**src/rtl/zz_pkg.sv**
```systemverilog
package zz_pkg;

    typedef enum logic [1:0] {
        MV_RIGHT    = 2'd0,
        MV_DOWN     = 2'd1,
        MV_UP_RIGHT = 2'd2,
        MV_DN_LEFT  = 2'd3
    } zz_move_e;

endpackage

```
**src/rtl/zz_move_decode.sv**
```systemverilog
module zz_move_decode
    import zz_pkg::*;
#(
    parameter int SIDE = 8,
    parameter int PCW  = 5
) (
    input  logic [PCW-1:0] pc,
    output zz_move_e       move,
    output logic           mirrored
);
    localparam int REPS = SIDE / 2 - 1;
    localparam int HALF = 4 * REPS;

    logic [PCW-1:0] off_open;
    logic [PCW-1:0] off_close;

    always_comb begin
        off_open  = pc - PCW'(1);
        off_close = pc - PCW'(HALF + 2);
        move      = MV_RIGHT;
        mirrored  = 1'b0;
        if (pc == '0) begin
            move = MV_RIGHT;
        end else if (pc <= PCW'(HALF)) begin
            // opening group: down-left, down, up-right, right
            unique case (off_open[1:0])
                2'd0:    move = MV_DN_LEFT;
                2'd1:    move = MV_DOWN;
                2'd2:    move = MV_UP_RIGHT;
                default: move = MV_RIGHT;
            endcase
        end else if (pc == PCW'(HALF + 1)) begin
            // crossing diagonal still uses near-edge stop rules
            move = MV_DN_LEFT;
        end else if (pc <= PCW'(2 * HALF + 1)) begin
            mirrored = 1'b1;
            unique case (off_close[1:0])
                2'd0:    move = MV_RIGHT;
                2'd1:    move = MV_UP_RIGHT;
                2'd2:    move = MV_DOWN;
                default: move = MV_DN_LEFT;
            endcase
        end else begin
            mirrored = 1'b1;
            move     = MV_RIGHT;
        end
    end
endmodule

```
**src/rtl/zz_stepper.sv**
```systemverilog
module zz_stepper
    import zz_pkg::*;
#(
    parameter int SIDE = 8,
    parameter int CW   = 4,
    parameter int SCW  = 3
) (
    input  logic [CW-1:0]  cur_x,
    input  logic [CW-1:0]  cur_y,
    input  zz_move_e       move,
    input  logic           mirrored,
    input  logic [SCW-1:0] steps_done,
    output logic [CW-1:0]  nxt_x,
    output logic [CW-1:0]  nxt_y,
    output logic           move_done
);
    logic edge_hit;

    always_comb begin
        nxt_x    = cur_x;
        nxt_y    = cur_y;
        edge_hit = 1'b0;
        unique case (move)
            MV_RIGHT: begin
                nxt_x    = cur_x + CW'(1);
                edge_hit = 1'b1;
            end
            MV_DOWN: begin
                nxt_y    = cur_y + CW'(1);
                edge_hit = 1'b1;
            end
            MV_UP_RIGHT: begin
                nxt_x    = cur_x + CW'(1);
                nxt_y    = cur_y - CW'(1);
                edge_hit = mirrored ? (nxt_x == CW'(SIDE)) : (nxt_y == CW'(1));
            end
            default: begin
                nxt_x    = cur_x - CW'(1);
                nxt_y    = cur_y + CW'(1);
                edge_hit = mirrored ? (nxt_y == CW'(SIDE)) : (nxt_x == CW'(1));
            end
        endcase
        // step cap: this is the SIDE-th step of the move
        move_done = edge_hit || (steps_done == SCW'(SIDE - 1));
    end
endmodule

```
**src/rtl/zz_index.sv**
```systemverilog
module zz_index #(
    parameter int SIDE = 8,
    parameter int CW   = 4,
    parameter int IW   = 6
) (
    input  logic [CW-1:0] col,
    input  logic [CW-1:0] row,
    output logic [IW-1:0] idx
);
    logic [IW-1:0] row0;
    logic [IW-1:0] col0;

    always_comb begin
        row0 = IW'(row - CW'(1));
        col0 = IW'(col - CW'(1));
        idx  = row0 * IW'(SIDE) + col0;
    end
endmodule

```
**src/rtl/zz_scan_seq.sv**
```systemverilog
module zz_scan_seq
    import zz_pkg::*;
#(
    parameter int SIDE = 8,
    localparam int CW    = $clog2(SIDE + 1),
    localparam int IW    = $clog2(SIDE * SIDE),
    localparam int MOVES = 8 * (SIDE / 2 - 1) + 3,
    localparam int PCW   = $clog2(MOVES + 1),
    localparam int SCW   = $clog2(SIDE)
) (
    input  logic          clk,
    input  logic          rst_n,
    input  logic          start,
    input  logic          ready,
    output logic          valid,
    output logic          last,
    output logic [CW-1:0] x,
    output logic [CW-1:0] y,
    output logic [IW-1:0] idx
);
    generate
        if (SIDE < 4 || (SIDE % 2) != 0) begin : g_bad_side
            $error("zz_scan_seq: SIDE must be even and at least 4");
        end
    endgenerate

    typedef struct packed {
        logic           valid;
        logic [CW-1:0]  x;
        logic [CW-1:0]  y;
        logic [PCW-1:0] pc;
        logic [SCW-1:0] steps;
    } scan_state_t;

    scan_state_t s_d, s_q;

    zz_move_e      cur_move;
    logic          cur_mirrored;
    logic [CW-1:0] step_x;
    logic [CW-1:0] step_y;
    logic          step_done;
    logic          at_corner;

    zz_move_decode #(.SIDE(SIDE), .PCW(PCW)) u_decode (
        .pc       (s_q.pc),
        .move     (cur_move),
        .mirrored (cur_mirrored)
    );

    zz_stepper #(.SIDE(SIDE), .CW(CW), .SCW(SCW)) u_stepper (
        .cur_x      (s_q.x),
        .cur_y      (s_q.y),
        .move       (cur_move),
        .mirrored   (cur_mirrored),
        .steps_done (s_q.steps),
        .nxt_x      (step_x),
        .nxt_y      (step_y),
        .move_done  (step_done)
    );

    zz_index #(.SIDE(SIDE), .CW(CW), .IW(IW)) u_index (
        .col (s_q.x),
        .row (s_q.y),
        .idx (idx)
    );

    always_comb begin
        s_d       = s_q;
        at_corner = (s_q.x == CW'(SIDE)) && (s_q.y == CW'(SIDE));
        if (!s_q.valid) begin
            if (start) begin
                s_d.valid = 1'b1;
                s_d.x     = CW'(1);
                s_d.y     = CW'(1);
                s_d.pc    = '0;
                s_d.steps = '0;
            end
        end else if (ready) begin
            if (at_corner) begin
                s_d.valid = 1'b0;
            end else begin
                s_d.x = step_x;
                s_d.y = step_y;
                if (step_done) begin
                    s_d.pc    = s_q.pc + PCW'(1);
                    s_d.steps = '0;
                end else begin
                    s_d.steps = s_q.steps + SCW'(1);
                end
            end
        end
    end

    always_ff @(posedge clk) begin
        if (!rst_n) begin
            s_q <= '0;
        end else begin
            s_q <= s_d;
        end
    end

    assign valid = s_q.valid;
    assign x     = s_q.x;
    assign y     = s_q.y;
    assign last  = s_q.valid && at_corner;

    // idle start presents the origin
    p_origin_r2: assert property (@(posedge clk) disable iff (!rst_n)
        (!valid && start) |=> (valid && x == CW'(1) && y == CW'(1)));

    // each accepted advance is one of the four primitive vectors
    p_unit_step_r3: assert property (@(posedge clk) disable iff (!rst_n)
        (valid && ready && !last) |=> valid &&
        ((x == $past(x) + 1'b1 && y == $past(y)) ||
         (x == $past(x) && y == $past(y) + 1'b1) ||
         (x == $past(x) + 1'b1 && y == $past(y) - 1'b1) ||
         (x == $past(x) - 1'b1 && y == $past(y) + 1'b1)));

    // stall holds the presented coordinate
    p_hold_r7: assert property (@(posedge clk) disable iff (!rst_n)
        (valid && !ready) |=> (valid && $stable(x) && $stable(y)));

    // accepting the final corner ends the scan
    p_done_r8: assert property (@(posedge clk) disable iff (!rst_n)
        (valid && ready && last) |=> !valid);

    // start while busy does not reset the walk
    p_busy_start_r9: assert property (@(posedge clk) disable iff (!rst_n)
        (valid && start && !ready) |=> (valid && $stable(x) && $stable(y)));

    // coordinates stay inside the tile
    p_range_r10: assert property (@(posedge clk) disable iff (!rst_n)
        valid |-> (x >= CW'(1) && x <= CW'(SIDE) && y >= CW'(1) && y <= CW'(SIDE)));
endmodule

```
**config.mk**
```make
export PLATFORM = sky130hd
export DESIGN_NAME = zz_scan_seq
export DESIGN_NICKNAME = d
export VERILOG_FILES = /design/src/rtl/zz_pkg.sv /design/src/rtl/zz_move_decode.sv /design/src/rtl/zz_stepper.sv /design/src/rtl/zz_index.sv /design/src/rtl/zz_scan_seq.sv
export SDC_FILE = /design/constraint.sdc
export NUM_CORES = 1
export LEC_CHECK = 0
export ABC_AREA = 1
export BUFFER_PORTS_ARGS = -buffer_cell sky130_fd_sc_hd__buf_2
export CAP_MARGIN = 20
export CORE_UTILIZATION = 55
export CTS_BUF_LIST = sky130_fd_sc_hd__clkbuf_8
export CTS_CLUSTER_SIZE = 25
export DETAILED_ROUTE_END_ITERATION = 16
export HOLD_SLACK_MARGIN = 0.15
export PLACE_DENSITY_LB_ADDON = 0.12
export REMOVE_ABC_BUFFERS = 1
export SLEW_MARGIN = 15
export SYNTH_ARGS = -nofsm -noshare
export SYNTH_HDL_FRONTEND = slang
export SYNTH_HIERARCHICAL = 1
export SYNTH_SLANG_ARGS = --single-unit
```
**constraint.sdc**
```tcl
create_clock -name clk -period 2.35 [get_ports clk]
set_input_delay 0.1175 -clock clk [delete_from_list [all_inputs] [get_ports clk]]
set_output_delay 0.1175 -clock clk [all_outputs]
set_load 0.02 [all_outputs]
```
Yosys cells after proc, flatten, opt, wreduce, memory -nomap -nowiden
Cells that the tools add are included.
Word-level totals
  bits in registers: 17
  input bits: 4
  output and inout bits: 16
  word-level logic and storage cells: 72
Operators by class
  $add $sub $neg: 11
  magnitude comparators: 2
  equality and inequality tests: 19
  multiplexer cells: 21
  reduce and logical (&&, ||, !) cells: 14
Operators with widths (number)
  17-bit two-way mux: 3
  4-bit equality test (second input constant): 4
  16-bit two-way mux: 1
  4-bit one-hot mux with 2 select lines: 2
  2-bit one-hot mux with 3 select lines: 2
  4-bit AND reduction: 3
  4-bit by 1-bit adder with 4-bit output (second input constant): 2
  4-bit by 1-bit equality test with 1-bit output (second input constant): 2
  2-bit two-way mux: 4
  2-bit != test (second input constant): 4
  4-bit by 1-bit subtractor with 4-bit output (second input constant): 2
  6-bit adder: 1
  2-bit by 1-bit equality test with 1-bit output (second input constant): 3
  2-bit equality test (second input constant): 3
  2-bit logical NOT: 3
  1-bit two-way mux: 6
  5-bit by 1-bit adder with 5-bit output (second input constant): 1
  5-bit by 4-bit equality test with 1-bit output (second input constant): 1
  5-bit by 4-bit <= comparator with 1-bit output (second input constant): 1
  5-bit <= comparator (second input constant): 1
  5-bit logical NOT: 1
  5-bit two-way mux: 1
  4-bit by 1-bit subtractor with 5-bit output (second input constant): 1
  2-bit OR reduction: 2
  other kinds (12): 13

Logic depth before layout (Yosys ltp)
Gate-level depths: netlist of run 1.
  word-level depth: 15
  gate-level depth with buffers: 18
  gate-level depth less buffers: 18

By module
Netlist of run 1, hierarchy kept.
Modules (own cells, without submodules)
  zz_scan_seq: times used 1, cells an instance 136, area an instance 959.7 µm², sequential area each 340.3 µm²
  zz_stepper: times used 1, cells an instance 92, area an instance 491.7 µm², sequential area each 0.0 µm²
  zz_move_decode: times used 1, cells an instance 33, area an instance 202.7 µm², sequential area each 0.0 µm²
  zz_index: times used 1, cells an instance 34, area an instance 191.4 µm², sequential area each 0.0 µm²

Worst setup path before layout of run 1
OpenSTA, ideal clock, no wires.
  kind: reg-to-reg
  start point: register s_q[3] (netlist bit)
  end point: register s_q[3] (netlist bit)
  setup time: 0.114 ns
  data arrival time: 2.241 ns
  slack: -0.004 ns
  stages on the path, launching flop included: 19
  buffers on the path: 0
  clock period less this slack: 2.354 ns
  path through: dfxtp_1 inv_1 ha_1 inv_1 nand3_2 nand3_1 nand2_1 a21oi_1 inv_1 nor2_1 nand3_1 nand2_1 nand2_1 inv_1 nand2_1 nand3_4 nand2_1 nand2_1 nor2_1
On the way
  longest elaborated chain between the ends: 13
  elaborated cells between the ends (all ways): 36
  classes of those cells: add/sub: 3; order compare: 2; eq/ne: 8; mux: 16; reduce/logical: 7
RTL lines
  from (decl): line zz_scan_seq.sv:35  | scan_state_t s_d, s_q;
  from (signal assigned): line zz_scan_seq.sv:96  | s_q <= '0;
  from (signal assigned): line zz_scan_seq.sv:98  | s_q <= s_d;
  2-bit subtractor: line zz_move_decode.sv:19  | off_close = pc - PCW'(HALF + 2);
  2-bit equality test, or another cell as far along: line zz_move_decode.sv:37  | unique case (off_close[1:0])
  2-bit one-hot mux with 3 select lines: line zz_move_decode.sv:37
  2-bit two-way mux: line zz_move_decode.sv:35  | end else if (pc <= PCW'(2 * HALF + 1)) begin
  2-bit two-way mux: line zz_move_decode.sv:32  | end else if (pc == PCW'(HALF + 1)) begin
  2-bit two-way mux: line zz_move_decode.sv:24  | end else if (pc <= PCW'(HALF)) begin
  2-bit two-way mux (*): line zz_move_decode.sv:22  | if (pc == '0) begin
  net cur_move[1]: line zz_scan_seq.sv:37  | zz_move_e cur_move;
  2-bit by 1-bit equality test with 1-bit output or 2-bit logical NOT (tied branches): line zz_stepper.sv:23  | unique case (move)
  2-bit OR reduction (no source line)
  1-bit one-hot mux with 2 select lines (*): line zz_stepper.sv:23
  1-bit logical OR (*): line zz_stepper.sv:44  | move_done = edge_hit || (steps_done == SCW'(SIDE - 1));
  net step_done: line zz_scan_seq.sv:41  | logic step_done;
  2-bit by 1-bit != test with 1-bit output (no source line) (*)
  4-bit AND reduction (no source line) (*)
Mark *: on every way through the listed nets, which the timed path passes. The rest lies on a longest branch. The select of a mux whose other input is x is not followed.
A chain may end at the register's enable or synchronous reset.

Final worst setup path of run 1
  start point: register s_q[3] (netlist bit)
  end point: register s_q[3] (netlist bit)
On the way
  elaborated cells between the ends (all ways): 36
  classes of those cells: add/sub: 3; order compare: 2; eq/ne: 8; mux: 16; reduce/logical: 7
RTL lines
  branches (longest 3 deep; another with 5-bit by 4-bit <= comparator with 1-bit output)
  1-bit two-way mux (*): line zz_move_decode.sv:22
  net cur_mirrored: line zz_scan_seq.sv:38  | logic cur_mirrored;
  1-bit two-way mux (on tied branches): line zz_stepper.sv:40, zz_stepper.sv:35
  1-bit one-hot mux with 2 select lines (*): line zz_stepper.sv:23
  1-bit logical OR (*): line zz_stepper.sv:44
  net step_done: line zz_scan_seq.sv:41
  2-bit by 1-bit != test with 1-bit output (no source line) (*)
  4-bit AND reduction (no source line) (*)
Mark *: on every way through the listed nets, which the timed path passes. The select of a mux whose other input is x is not followed.

==> impl_metrics.env, run 1 <==
export IMPL_status="finished, final reports clean"
export IMPL_cts_buffers=3
export IMPL_cts_root_buf="clkbuf_8"
export IMPL_grt_pass1_vias=1478
export IMPL_dp_cells=354
export IMPL_viasPerCell=4.96
export IMPL_io_buffer_count=19
export IMPL_core_area_um2=3130
export IMPL_synth_warnings=6
export IMPL_top_layer="met4"
export IMPL_final_min_clock_period_ns=2.24
export IMPL_setup_slack_ns=0.106
export IMPL_gp_congestion=0.867
export IMPL_path_cells="inv_1 -> ha_2 -> inv_2 -> nand3_4 -> o21ai_4 -> buf_4 -> a21oi_2 -> inv_1 -> nor2_1 -> nand3_1 -> nand2_1 -> nand2_2 -> inv_1 -> nand2_2 -> nand3_4 -> nand2_2 -> nand2_1 -> nor2_1"
export IMPL_tightest_slew_ns=0.508
export IMPL_rsz0062_at_grt="true"
export IMPL_place_ws_ns=-0.123
export IMPL_finalSetupTns_ns=0
export IMPL_vdd_drop_max_v=0.000386
export IMPL_track_usage=0.240
export IMPL_clk_latency_ns=0.25
export IMPL_cpPeakStageDelay_ns=0.33
export IMPL_worst_clock_skew_ns=0.00225
export IMPL_slew_violations=0
export IMPL_crit_start="s_q[3]$_SDFFE_PN0P_"
export IMPL_cp_data_required_time_ns=2.50
export IMPL_clk_pin_slew_worst_paths_ns=0.07
export IMPL_drv_cap=0
export IMPL_ys_seq_area_frac=0.184
export IMPL_hold_path_depth=3
export IMPL_syn_area_um2=1850
export IMPL_rows=20
export IMPL_r2r_start="s_q[3]$_SDFFE_PN0P_"
export IMPL_holdBufCountCts=0
export IMPL_m1WireLength_mm=2.04
export IMPL_setup_violations_final=0
export IMPL_crit_slowest_cell="dfxtp_2"
export IMPL_drive_above_1_share=0.255
export IMPL_wl_per_cell_um=11.3
export IMPL_wl_met2_mm=1.90
export IMPL_post_route_period_util=0.955
export IMPL_hold_start="rst_n"
export IMPL_n_fill_cell=301
export IMPL_die_w_um=59.9
export IMPL_r2r_slack_ns=0.11
export IMPL_dr_pass1_iters=4
export IMPL_power_density_nw_per_um2=427
export IMPL_cp_arrival_ns=2.39
export IMPL_final_cell_mix="nand2_1, inv_1, nand3_1, nor2_1, buf_2"
export IMPL_antenna_found_initial=0
export IMPL_reg2reg_depth=18
export IMPL_htreeDepth=1
export IMPL_yosys_register_bits=17
export IMPL_final_nets=342
export IMPL_die_h_um=59.9
export IMPL_totalPowerFinal_mw=0.890
export IMPL_start_util=0.590
export IMPL_grt_max_degree=15
export IMPL_final_util=0.667
export IMPL_syn_avg_cell_area_um2=6.26
export IMPL_finalInstanceArea_um2=2090
export IMPL_syn_inst=295
export IMPL_cts_tree="yes"
export IMPL_ant_nets=0
export IMPL_stdcell_count=362
export IMPL_path_class="flip-flop to flip-flop"
export IMPL_postPlaceCellArea_um2=1950
export IMPL_relSlewSlack=0.661
export IMPL_dp_hpwl_mm=3.10
export IMPL_clockBufferDepth=2
export IMPL_num_io_pins=20
export IMPL_end_kind="flip-flop"
export IMPL_cp_max_fo=7
export IMPL_area_growth_pct=13.1
export IMPL_vias=1794
export IMPL_drt_iter0_drc=146
export IMPL_power_leakage_nw=1.04
export IMPL_grt_overflow_total=0
export IMPL_worst_setup_path_start_kind="flip-flop"
export IMPL_die_area_um2=3590
export IMPL_hold_path_class="input pin to flip-flop"
export IMPL_layout_commonest_cell="nand2_1"
export IMPL_clkSinkCount=17
export IMPL_hold_viol=0
export IMPL_grt_pass1_wl_mm=6.53
export IMPL_antenna_cells=0
export IMPL_drt_wl_total_mm=4.10
export IMPL_yosysUniqueCellTypes=29
export IMPL_route_met3_wl_um=140
export IMPL_whs_ns=0.159
export IMPL_max_freq_mhz=446
export IMPL_drc=0
## cell usage after synthesis, drive strengths merged
cell type	n	area [um2]
a21oi	17	92.6
a31oi	1	6.26
buf	12	105
clkbuf	1	3.75
dfxtp	17	340
fa	1	20.0
ha	18	225
inv	52	195
nand2	96	390
nand3	28	168
nand4	6	37.5
nor2	28	128
nor3	1	5.00
o211ai	5	37.5
o21ai	3	18.8
o21bai	1	7.51
o221ai	1	8.76
or2	2	12.5
xor2	5	43.8
## flip-flops by register name, indices dropped and copies added, names as in the netlist
register and flops:
valid 1, y 4, s_q 8, x 4
## metal layers
| metal | up-vias | GRT usage |
|---|---|---|
| met5 | - | 0 |
| met4 | 0 | 0.0498 |
| met3 | 2 | 0.0260 |
| met2 | 26 | 0.386 |
| met1 | 808 | 0.345 |
| li1 | 958 | - |
## repair_timing
action / CTS / global route
setup buffers: 0 / 4
endpoints found under the setup margin: 8 / 10
endpoints found under the hold margin: 0 / 0
pin swaps: 0 / 8
gates resized for setup: 1 / 19
## power by group
group	leakage, nW	switching [mW]	internal [mW]
combinational	0.877	0.219	0.129
sequential	0.140	0.0226	0.300
clock	0.0269	0.103	0.116
total	1.04	0.345	0.545
## logic make-up after synthesis
group,count (synthesis),synth area share
XOR/XNOR,5,0.0237
adder cells (fa/ha/maj),19,0.133
buffers and inverters,65,0.165
AO/OA/AOI/OAI,28,0.0929
flip-flops,17,0.184
AND/OR/NAND/NOR,161,0.401
## critical path, delay by kind of cell, from the launching register on
family                     cells  cell delay (ns)
adders and majority gates      1             0.20
DFF                            1             0.33
buffers and inverters          5             0.44
AOI/OAI and AO/OA              2             0.29
and+or+nand+nor               10             0.87
## layout make-up
type / count / area (um2) / area share
clock buffer: 3 / 41.3 / 0.0198
clock inverter: 1 / 3.75 / 0.00180
inverter: 52 / 195 / 0.0935
multi-input combinational: 213 / 1250 / 0.601
sequential: 17 / 344 / 0.165
tap: 44 / 55.1 / 0.0264
timing repair buffer: 32 / 193 / 0.0923
## worst paths after layout
| kind | end |
|---|---|
| worst min register to register | s_q[1]$_SDFFE_PN0P_ |
| worst min-delay path | s_q[6]$_SDFFE_PN0P_ |
| worst max register to register | s_q[3]$_SDFFE_PN0P_ |
| worst max-delay path | s_q[3]$_SDFFE_PN0P_ |
Power figures use the tool's default switching activity.
==> run 2, diff against run 1 <==
- CAP_MARGIN: 20 -> 10
- CORE_MARGIN: unset -> 2
==> run 2 against run 1 <==
Against the previous run:
- register-to-register slack gained 0.08 ns
- sequential share of layout area grew 0.27 points
- critical endpoint is now s_q[6]$_SDFFE_PN0P_
- non-clock buffer count down 3
- fmax rose by 3.9%
- first-iteration DRC count is 41% lower
- largest power group unchanged
- worst hold slack improved by 0.038 ns
- clock power about the same
- combinational power is 3% lower
- highest routed layer unchanged
==> impl_metrics.env, run 2 (same netlist as run 1, synthesis figures left out) <==
export IMPL_wl_per_cell_um=10.7
export IMPL_vias=1742
export IMPL_start_util=0.562
export IMPL_path_class="flip-flop to flip-flop"
export IMPL_grt_pass1_wl_mm=6.13
export IMPL_hold_path_class="input pin to flip-flop"
export IMPL_antenna_cells=0
export IMPL_clk_latency_ns=0.26
export IMPL_cts_buffers=3
export IMPL_hold_viol=0
export IMPL_p_int_mw=0.539
export IMPL_cp_max_fo=7
export IMPL_regMostFlops="s_q"
export IMPL_worst_clock_skew_ns=0.00368
export IMPL_layout_commonest_cell="nand2_1"
export IMPL_largest_register_ffs=8
export IMPL_ant_nets=0
export IMPL_cp_data_required_time_ns=2.51
export IMPL_dp_hpwl_mm=2.95
export IMPL_cp_arrival_ns=2.32
export IMPL_io_buffer_count=19
export IMPL_final_cell_mix="nand2_1, inv_1, nand3_1, nor2_1, buf_2"
export IMPL_slew_violations=0
export IMPL_final_util=0.625
export IMPL_area_growth_pct=11.3
export IMPL_htreeDepth=1
export IMPL_clockBufferDepth=2
export IMPL_power_frac_clock=0.250
export IMPL_max_freq_mhz=463
export IMPL_track_usage=0.216
export IMPL_clk_pin_slew_worst_paths_ns=0.07
export IMPL_drc=0
export IMPL_relSlewSlack=0.644
export IMPL_reg_top3="s_q x8, x x4, y x4"
export IMPL_tightest_slew_ns=0.533
export IMPL_whs_ns=0.197
export IMPL_viasPerCell=4.83
export IMPL_end_kind="flip-flop"
export IMPL_cts_root_buf="clkbuf_8"
export IMPL_final_min_clock_period_ns=2.16
export IMPL_post_route_period_util=0.919
export IMPL_swShare=0.382
export IMPL_cts_tree="yes"
export IMPL_postPlaceCellArea_um2=1950
export IMPL_totalPowerFinal_mw=0.873
export IMPL_drt_iter0_drc=86
export IMPL_gp_congestion=0.846
export IMPL_die_w_um=61.9
export IMPL_die_h_um=61.9
export IMPL_grt_pass1_vias=1391
export IMPL_status="finished, final reports clean"
export IMPL_power_density_nw_per_um2=425
export IMPL_rows=21
export IMPL_die_area_um2=3830
export IMPL_grt_overflow_total=0
export IMPL_worst_setup_path_start_kind="flip-flop"
export IMPL_comb_power_share=0.388
export IMPL_seqPwrFrac=0.362
export IMPL_power_leakage_nw=1.03
export IMPL_vdd_drop_max_v=0.000332
export IMPL_p_sw_mw=0.333
export IMPL_finalInstanceArea_um2=2050
export IMPL_drv_cap=0
export IMPL_drt_wl_total_mm=3.86
export IMPL_core_area_um2=3280
export IMPL_num_io_pins=20
export IMPL_clkSinkCount=17
export IMPL_dr_pass1_iters=4
export IMPL_drive_above_1_share=0.232
export IMPL_final_nets=339
export IMPL_antenna_found_initial=0
export IMPL_grt_max_degree=15
export IMPL_setup_violations_final=0
run 2: layout make-up:
type	instances	area [um2]
Clock inverter	1	3.75
Inverter	52	195
Timing Repair Buffer	29	173
Tap cell	46	57.6
Fill cell	329	1230
Multi-Input combinational cell	213	1240
Sequential cell	17	344
Clock buffer	3	41.3
run 2: path summary, 6_finish.rpt:
check | from | to | slack [ns] | cells past startpoint
hold / removal | start | valid$_SDFF_PN0_ | 0.20 | 3
hold reg to reg | s_q[1]$_SDFFE_PN0P_ | s_q[1]$_SDFFE_PN0P_ | 0.50 | 2
setup reg to reg | s_q[3]$_SDFFE_PN0P_ | s_q[6]$_SDFFE_PN0P_ | 0.19 | 18
setup / recovery | s_q[3]$_SDFFE_PN0P_ | s_q[6]$_SDFFE_PN0P_ | 0.19 | 18
run 2: what timing repair did:
action,4_1_cts,5_1_grt
buffers inserted,0,1
setup endpoints to repair,0,12
resized for setup,0,15
hold buffers,1,0
hold endpoints to repair,2,0
run 2: through the flow:
step / setup WS, ns / cells / TNS, ns
4_1_cts: 0.0379 / 360 / 0
3_3_place_gp: 0.0977 / 355 / 0
6_report: 0.190 / 361 / 0
5_1_grt: -0.0106 / 361 / -0.0142
3_5_place_dp: 0.0528 / 355 / 0
2_1_floorplan: -0.00428 / 282 / -0.00428
run 2: worst max-delay path, cell delays in order, from the launching register on:
cell and delay [ns]:
dfxtp_2 0.34, inv_1 0.07, ha_1 0.20, inv_1 0.08, nand3_2 0.10, nand3_1 0.12
nand2_1 0.09, a21oi_4 0.18, inv_1 0.09, nor2_2 0.11, nand3_1 0.09, nand2_1 0.11
nand2_2 0.07, inv_1 0.06, nand2_2 0.08, nand3_4 0.13, nand2_1 0.06, nand2_1 0.05
nor2_1 0.04
run 2: routing by layer:
| layer | GRT usage | vias up | part of all wire |
|---|---|---|---|
| met2 | 0.346 | 24 | 0.46 |
| met4 | 0.0729 | 0 | 0.014 |
| met5 | 0 | - | 0 |
| li1 | - | 957 | - |
| met3 | 0.0186 | 5 | 0.030 |
| met1 | 0.307 | 756 | 0.49 |
run 2: power by group through the flow:
stage | clock, mW | combinational [mW] | sequential (mW)
3_5_place_dp | 0 | 0.320 | 0.322
6_report | 0.218 | 0.338 | 0.316
4_1_cts | 0.223 | 0.323 | 0.316
3_3_place_gp | 0 | 0.319 | 0.322
5_1_grt | 0.229 | 0.387 | 0.319
2_1_floorplan | 0 | 0.223 | 0.331
